`src/rtl/gpt_pkg.sv`:
```
package gpt_pkg;
  localparam int REG_AW = 8;

  localparam logic [REG_AW-1:0] OFS_STAT  = 8'h18;
  localparam logic [REG_AW-1:0] OFS_IEN   = 8'h1C;
  localparam logic [REG_AW-1:0] OFS_CTRL  = 8'h24;
  localparam logic [REG_AW-1:0] OFS_CNT   = 8'h28;
  localparam logic [REG_AW-1:0] OFS_LOAD  = 8'h2C;
  localparam logic [REG_AW-1:0] OFS_TRIG  = 8'h30;
  localparam logic [REG_AW-1:0] OFS_MATCH = 8'h38;
  localparam logic [REG_AW-1:0] OFS_CAPT  = 8'h3C;

  // control field positions
  localparam int CB_RUN     = 0;
  localparam int CB_AUTO    = 1;
  localparam int CB_PVAL_LO = 2;
  localparam int PVAL_W     = 3;
  localparam int CB_PRE     = 5;
  localparam int CB_CMP     = 6;
  localparam int CB_DEF     = 7;
  localparam int CB_EDGE_LO = 8;
  localparam int CB_TRIG_LO = 10;
  localparam int CB_TOG     = 12;
  localparam int CTRL_W     = 13;

  // status bit positions
  localparam int SB_MATCH = 0;
  localparam int SB_OVF   = 1;
  localparam int SB_CAP   = 2;
  localparam int STAT_W   = 3;

  typedef enum logic [1:0] {
    EDGE_OFF  = 2'd0,
    EDGE_RISE = 2'd1,
    EDGE_FALL = 2'd2,
    EDGE_BOTH = 2'd3
  } edge_mode_e;

  typedef enum logic [1:0] {
    PT_NONE      = 2'd0,
    PT_OVF       = 2'd1,
    PT_OVF_MATCH = 2'd2,
    PT_RSVD      = 2'd3
  } pwm_trig_e;
endpackage

```
`src/rtl/gpt_prescaler.sv`:
```
module gpt_prescaler #(
  parameter int PV_W = 3
) (
  input  logic            clk,
  input  logic            rst_n,
  input  logic            run,
  input  logic            pre_en,
  input  logic [PV_W-1:0] pre_val,
  output logic            tick
);
  localparam int DIV_W = 1 << PV_W;

  logic [DIV_W-1:0] div_q;
  logic [DIV_W-1:0] lim;
  logic [DIV_W:0]   span;

  // span = 2^(pre_val+1), held one bit wider so the largest setting fits
  assign span = (DIV_W+1)'(1) << ({1'b0, pre_val} + (PV_W+1)'(1));
  assign lim  = DIV_W'(span - (DIV_W+1)'(1));
  assign tick = run & (~pre_en | (div_q == lim));

  always_ff @(posedge clk) begin
    if (!rst_n)                div_q <= '0;
    else if (!run || !pre_en)  div_q <= '0;
    else if (div_q == lim)     div_q <= '0;
    else                       div_q <= div_q + 1'b1;
  end
endmodule

```
`src/rtl/gpt_edge_detect.sv`:
```
module gpt_edge_detect
  import gpt_pkg::*;
#(
  parameter int SYNC = 2
) (
  input  logic       clk,
  input  logic       rst_n,
  input  logic       sig_in,
  input  edge_mode_e mode,
  output logic       hit
);
  logic [SYNC:0] sh_q;
  logic          rise, fall;

  always_ff @(posedge clk) begin
    if (!rst_n) sh_q <= '0;
    else        sh_q <= {sh_q[SYNC-1:0], sig_in};
  end

  assign rise = sh_q[SYNC-1] & ~sh_q[SYNC];
  assign fall = ~sh_q[SYNC-1] & sh_q[SYNC];

  always_comb begin
    unique case (mode)
      EDGE_RISE: hit = rise;
      EDGE_FALL: hit = fall;
      EDGE_BOTH: hit = rise | fall;
      default:   hit = 1'b0;
    endcase
  end
endmodule

```
`src/rtl/gpt_pwm_gen.sv`:
```
module gpt_pwm_gen
  import gpt_pkg::*;
(
  input  logic      clk,
  input  logic      rst_n,
  input  logic      run,
  input  logic      tick,
  input  logic      ovf_evt,
  input  logic      match_evt,
  input  logic      def_lvl,
  input  logic      toggle_mode,
  input  pwm_trig_e trig_sel,
  output logic      pwm_out
);
  logic fire;
  logic pulse_q, tog_q;

  always_comb begin
    unique case (trig_sel)
      PT_OVF:       fire = ovf_evt;
      PT_OVF_MATCH: fire = ovf_evt | match_evt;
      default:      fire = 1'b0;
    endcase
  end

  always_ff @(posedge clk) begin
    if (!rst_n) begin
      pulse_q <= 1'b0;
      tog_q   <= 1'b0;
    end else begin
      if (fire)              pulse_q <= 1'b1;
      else if (tick || !run) pulse_q <= 1'b0;
      if (!toggle_mode)      tog_q <= 1'b0;
      else if (fire)         tog_q <= ~tog_q;
    end
  end

  assign pwm_out = def_lvl ^ (toggle_mode ? tog_q : pulse_q);
endmodule

```
`src/rtl/gpt_timer_core.sv`:
```
module gpt_timer_core
  import gpt_pkg::*;
#(
  parameter int CNT_W       = 32,
  parameter int SYNC_STAGES = 2
) (
  input  logic              clk,
  input  logic              rst_n,
  input  logic              reg_wr,
  input  logic [REG_AW-1:0] reg_addr,
  input  logic [CNT_W-1:0]  reg_wdata,
  output logic [CNT_W-1:0]  reg_rdata,
  input  logic              cap_in,
  output logic              pwm_out,
  output logic              irq
);
  logic [CTRL_W-1:0] ctrl_q;
  logic [CNT_W-1:0]  cnt_q, load_q, match_q, capt_q;
  logic [STAT_W-1:0] stat_q, ien_q, stat_set, stat_clr;

  logic ctrl_wr, cnt_wr, load_wr, trg_wr, match_wr, stat_wr, ien_wr;
  logic tick, adv, at_top, ovf_evt, match_evt, cap_hit;
  logic [CNT_W-1:0] adv_val;

  assign ctrl_wr  = reg_wr & (reg_addr == OFS_CTRL);
  assign cnt_wr   = reg_wr & (reg_addr == OFS_CNT);
  assign load_wr  = reg_wr & (reg_addr == OFS_LOAD);
  assign trg_wr   = reg_wr & (reg_addr == OFS_TRIG);
  assign match_wr = reg_wr & (reg_addr == OFS_MATCH);
  assign stat_wr  = reg_wr & (reg_addr == OFS_STAT);
  assign ien_wr   = reg_wr & (reg_addr == OFS_IEN);

  gpt_prescaler #(.PV_W(PVAL_W)) u_pre (
    .clk     (clk),
    .rst_n   (rst_n),
    .run     (ctrl_q[CB_RUN]),
    .pre_en  (ctrl_q[CB_PRE]),
    .pre_val (ctrl_q[CB_PVAL_LO +: PVAL_W]),
    .tick    (tick)
  );

  // software writes take priority over counting
  assign adv       = tick & ~cnt_wr & ~trg_wr;
  assign at_top    = &cnt_q;
  assign ovf_evt   = adv & at_top;
  assign adv_val   = at_top ? (ctrl_q[CB_AUTO] ? load_q : '0) : cnt_q + 1'b1;
  assign match_evt = adv & ctrl_q[CB_CMP] & (adv_val == match_q);

  always_ff @(posedge clk) begin
    if (!rst_n)      cnt_q <= '0;
    else if (cnt_wr) cnt_q <= reg_wdata;
    else if (trg_wr) cnt_q <= load_q;
    else if (adv)    cnt_q <= adv_val;
  end

  always_ff @(posedge clk) begin
    if (!rst_n) begin
      ctrl_q  <= '0;
      load_q  <= '0;
      match_q <= '0;
      ien_q   <= '0;
    end else begin
      if (ctrl_wr)                              ctrl_q <= reg_wdata[CTRL_W-1:0];
      else if (ovf_evt && !ctrl_q[CB_AUTO])     ctrl_q[CB_RUN] <= 1'b0;
      if (load_wr)  load_q  <= reg_wdata;
      if (match_wr) match_q <= reg_wdata;
      if (ien_wr)   ien_q   <= reg_wdata[STAT_W-1:0];
    end
  end

  gpt_edge_detect #(.SYNC(SYNC_STAGES)) u_cap (
    .clk    (clk),
    .rst_n  (rst_n),
    .sig_in (cap_in),
    .mode   (edge_mode_e'(ctrl_q[CB_EDGE_LO +: 2])),
    .hit    (cap_hit)
  );

  always_ff @(posedge clk) begin
    if (!rst_n)       capt_q <= '0;
    else if (cap_hit) capt_q <= cnt_q;
  end

  always_comb begin
    stat_set           = '0;
    stat_set[SB_MATCH] = match_evt;
    stat_set[SB_OVF]   = ovf_evt;
    stat_set[SB_CAP]   = cap_hit;
    stat_clr           = stat_wr ? reg_wdata[STAT_W-1:0] : '0;
  end

  always_ff @(posedge clk) begin
    if (!rst_n) stat_q <= '0;
    else        stat_q <= (stat_q & ~stat_clr) | stat_set;
  end

  assign irq = |(stat_q & ien_q);

  gpt_pwm_gen u_pwm (
    .clk         (clk),
    .rst_n       (rst_n),
    .run         (ctrl_q[CB_RUN]),
    .tick        (tick),
    .ovf_evt     (ovf_evt),
    .match_evt   (match_evt),
    .def_lvl     (ctrl_q[CB_DEF]),
    .toggle_mode (ctrl_q[CB_TOG]),
    .trig_sel    (pwm_trig_e'(ctrl_q[CB_TRIG_LO +: 2])),
    .pwm_out     (pwm_out)
  );

  always_comb begin
    unique case (reg_addr)
      OFS_CTRL:  reg_rdata = CNT_W'(ctrl_q);
      OFS_CNT:   reg_rdata = cnt_q;
      OFS_LOAD:  reg_rdata = load_q;
      OFS_MATCH: reg_rdata = match_q;
      OFS_CAPT:  reg_rdata = capt_q;
      OFS_STAT:  reg_rdata = CNT_W'(stat_q);
      OFS_IEN:   reg_rdata = CNT_W'(ien_q);
      default:   reg_rdata = '0;
    endcase
  end
endmodule

```
`config.mk`:
```
export PLATFORM = sky130hd
export DESIGN_NAME = gpt_timer_core
export DESIGN_NICKNAME = d
export VERILOG_FILES = /design/src/rtl/gpt_pkg.sv /design/src/rtl/gpt_prescaler.sv /design/src/rtl/gpt_edge_detect.sv /design/src/rtl/gpt_pwm_gen.sv /design/src/rtl/gpt_timer_core.sv
export SDC_FILE = /design/constraint.sdc
export NUM_CORES = 1
export LEC_CHECK = 0
export ABC_CLOCK_PERIOD_IN_PS = 4000
export BUFFER_PORTS_ARGS = -buffer_cell sky130_fd_sc_hd__clkbuf_2
export CELL_PAD_IN_SITES_DETAIL_PLACEMENT = 1
export CELL_PAD_IN_SITES_GLOBAL_PLACEMENT = 2
export CORE_MARGIN = 4
export CORE_UTILIZATION = 33
export CTS_BUF_LIST = sky130_fd_sc_hd__clkbuf_8
export DETAILED_ROUTE_END_ITERATION = 10
export MAX_ROUTING_LAYER = met4
export PLACE_DENSITY = 0.75
export SYNTH_ARGS = -nofsm -noshare
export SYNTH_HDL_FRONTEND = slang
export SYNTH_HIERARCHICAL = 1
export SYNTH_SLANG_ARGS = --single-unit
```
`constraint.sdc`:
```
create_clock -name clk -period 4 [get_ports clk]
set_input_delay 0 -clock clk [delete_from_list [all_inputs] [get_ports clk]]
set_output_delay 0 -clock clk [all_outputs]
set_load 0.02 [all_outputs]
```
==> flow_metrics.py <==
metrics = {
    "run": {
        "cap_violations": 0,
    },
    "drt": {
        "post-route-drc-count": 0,
        "vias": 10105,
        "first_iter_violations": 679,
        "drt_wl_total_mm": 38.3,
        "wire_per_inst_um": 21.6,
        "ant_nets": 0,
        "dr.pass1.iters": 5,
        "viasPerCell": 5.68,
    },
    "yosys": {
        "ys_seq_elements": 160,
        "synth_cell_type_count": 85,
        "ys.flop_type": "dfxtp_1",
        "syn_inst": 1301,
        "synth.cell_area_um2": 9990,
        "synth_area_leaders": "dfxtp_1, nand2_1, a21boi_0",
        "synth-edff-count": 0,
        "syn_avg_cell_area_um2": 7.68,
        "synthArstFlopShare": 0,
        "synth_top_area_cell": "dfxtp_1",
        "ys_seq_area_frac": 0.321,
        "synth_warnings": 6,
        "syn-num-nets": 1352,
        "synth_top_area_frac": 0.321,
    },
    "clocking": {
        "clock_sinks": 160,
        "clk_latency_ns": 0.50,
        "clockBufferDepth": 2,
        "htree_levels": 4,
        "clk_pin_slew_worst_paths_ns": 0.11,
        "numCtsBuffers": 17,
        "tritoncts": "yes",
        "ctsRootBufferMaster": "clkbuf_8",
    },
    "finish": {
        "fillers": 3613,
        "nNetsFinal": 1426,
        "drive_gt1_frac": 0.138,
        "register_area_um2": 3200,
        "multi_input_area_um2": 6300,
        "num_antenna_cells": 0,
        "area_growth_pct": 16.6,
    },
    "die": {
        "num_rows": 63,
        "initial_core_util": 0.336,
        "chipWidth_um": 182,
        "dieArea_um2": 33100,
        "pin_count": 78,
        "die_h_um": 182,
        "coreArea_um2": 29700,
    },
    "power": {
        "intPower_mw": 2.23,
        "p_sw_frac": 0.266,
        "pwr-share-seq": 0.524,
        "combPwrFrac": 0.043,
        "total_power_mw": 3.05,
        "clock_power_share": 0.433,
        "power_leakage_nw": 3.97,
        "p_per_area_nw_per_um2": 261,
        "peakVddDrop_mv": 0.176,
        "switchingPower_uw": 810,
    },
    "sta": {
        "fmax_ghz": 0.261,
        "finalCritPeriodShare": 0.956,
        "min_period_ns": 3.82,
        "tightest_slew_ns": 1.08,
        "max-slew-margin-rel": 0.281,
        "setup_viol": 0,
        "final_hold_viol_count": 0,
        "skew_ns": 0.0238,
        "slew_violations": 0,
        "worst_slack_ns": 0.176,
        "holdWs_ns": 0.0183,
    },
    "global_route": {
        "grt_overflow": 0,
        "grt_first_pass_wirelength_mm": 60.7,
        "first_global_vias": 10390,
        "grtUsageTotal": 0.236,
        "antenna_found_initial": 0,
        "grt_max_degree": 78,
    },
    "hold_path": {
        "min_path_type": "in -> reg",
    },
    "setup_path": {
        "endpoint_kind": "register",
        "path_max_fanout": 6,
        "worstPathRequired_ns": 4.42,
        "endpoint": "u_pwm/tog_q$_SDFFE_PN0P_",
        "crit_path_start": "ctrl_q[3]$_SDFFE_PN0P_",
        "reg2reg_from": "ctrl_q[3]$_SDFFE_PN0P_",
        "reg2regPathDepth": 14,
        "worstPathArrival_ns": 4.25,
        "start_kind": "register",
        "r2r_setup_slack_ns": 0.18,
        "r2r-end": "u_pwm/tog_q$_SDFFE_PN0P_",
        "worstSetupPathType": "reg -> reg",
    },
    "placement": {
        "numPortBuffers": 77,
        "preCtsSetupSlack_ns": 0.125,
        "gp_congestion": 0.926,
        "hpwl_mm": 26.9,
    },
    "run_status": {
        "status": "finished clean",
    },
}
## power by group through the flow
stage               Sequential [mW]  Combinational [mW]  Clock, mW
floorplan                      1.63              0.0476          0
global placement               1.63               0.104          0
detailed placement             1.63               0.105          0
CTS                            1.60               0.132       1.36
global route                   1.60               0.143       1.41
finish                         1.60               0.131       1.32
## cells in the mapped netlist, types with 13 or more instances
library cell and count:
a221oi_1 22, xnor2_1 33, dfxtp_1 160, a21boi_0 84, buf_2 16, inv_1 19, xor2_1 21, nor2b_1 69
o21ai_0 21, nor3_1 40, nand4_1 22, clkbuf_1 86, nand3_1 54, a22oi_1 67, nand2_1 247, mux2i_1 38
a21oi_1 44, nor2_1 61, or3_1 13
## registers in the layout, summed over array words and instances, names as in the netlist
signal	cells
u_pwm/pulse_q	1
match_q	32
stat_q	3
ien_q	3
capt_q	32
u_pre/div_q	8
u_cap/sh_q	3
ctrl_q	13
u_pwm/tog_q	1
load_q	32
cnt_q	32
## area by class of cell
cell class / instances / share of cell area
flip-flops and latches: 160 / 0.275
inverters: 19 / 0.00612
clock inverters: 15 / 0.0147
multi-input cells: 1011 / 0.541
clock buffers: 17 / 0.0201
repair buffers: 166 / 0.102
well taps: 390 / 0.0419
## routing by layer
metal | track usage | share of wire
met3 | 0.0300 | 0.032
met5 | - | 0
met4 | 0.0718 | 0.025
met1 | 0.311 | 0.47
met2 | 0.381 | 0.47
## critical path, stage by stage (launching register included)
cell       delay [ns]
dfxtp_1          0.33
or3_1            0.39
ha_2             0.22
xnor2_1          0.17
or4_1            0.40
a31o_1           0.25
a2111oi_4        0.37
o21a_1           0.28
o2111a_1         0.24
nor4b_2          0.24
nand4bb_1        0.15
nor4_2           0.24
o21ai_1          0.12
a21oi_2          0.16
mux2i_1          0.19
## metrics by stage
step | TNS (ns) | instances | area, µm² | utilization
2_1_floorplan | 0 | 1301 | 9990 | -
3_3_place_gp | 0 | 1710 | 10900 | 0.366
3_5_place_dp | 0 | 1710 | 10900 | 0.366
4_1_cts | 0 | 1778 | 11600 | 0.392
5_1_grt | -0.0468 | 1778 | 11600 | 0.392
6_report | 0 | 1778 | 11600 | 0.392
## worst min path at each step
stage                startpoint                          to  cells after the start
finish              reg_addr[6]       ien_q[1]$_SDFFE_PN0P_                      5
floorplan                 rst_n  u_pwm/pulse_q$_SDFFE_PN0P_                      1
global placement         cap_in    u_cap/sh_q[0]$_SDFF_PN0_                      2
global route        reg_addr[6]       ien_q[0]$_SDFFE_PN0P_                      5
detailed placement       cap_in    u_cap/sh_q[0]$_SDFF_PN0_                      2
CTS                 reg_addr[6]       ien_q[1]$_SDFFE_PN0P_                      5
## kinds of logic after synthesis
| group | synth area share |
|---|---|
| AO/OA/AOI/OAI | 0.238 |
| buffers and inverters | 0.0530 |
| flip-flops | 0.321 |
| other | 0.000375 |
| adder cells (fa/ha/maj) | 0.00877 |
| multiplexers | 0.0381 |
| AND/OR/NAND/NOR | 0.294 |
| XOR/XNOR | 0.0474 |
## layout by cell type, fill, tap and decap left out, types with 33 or more instances in the layout
cell,netlist,final
a21boi_0,84,84
a21oi_1,44,44
a22oi_1,67,67
buf_4,0,51
clkbuf_2,5,76
dfxtp_1,160,160
dlygate4sd3_1,0,36
mux2i_1,38,38
nand2_1,247,247
nand3_1,54,54
nor2_1,61,57
nor2b_1,69,68
nor3_1,40,39
xnor2_1,33,33
## repair_timing
action                                  CTS  global route
buffers inserted                          0             0
hold buffers                             36             0
endpoints found under the hold margin   115             0
resized for setup                         0             2
endpoints found under the setup margin    0             2
(Power assumes the default switching activity.)
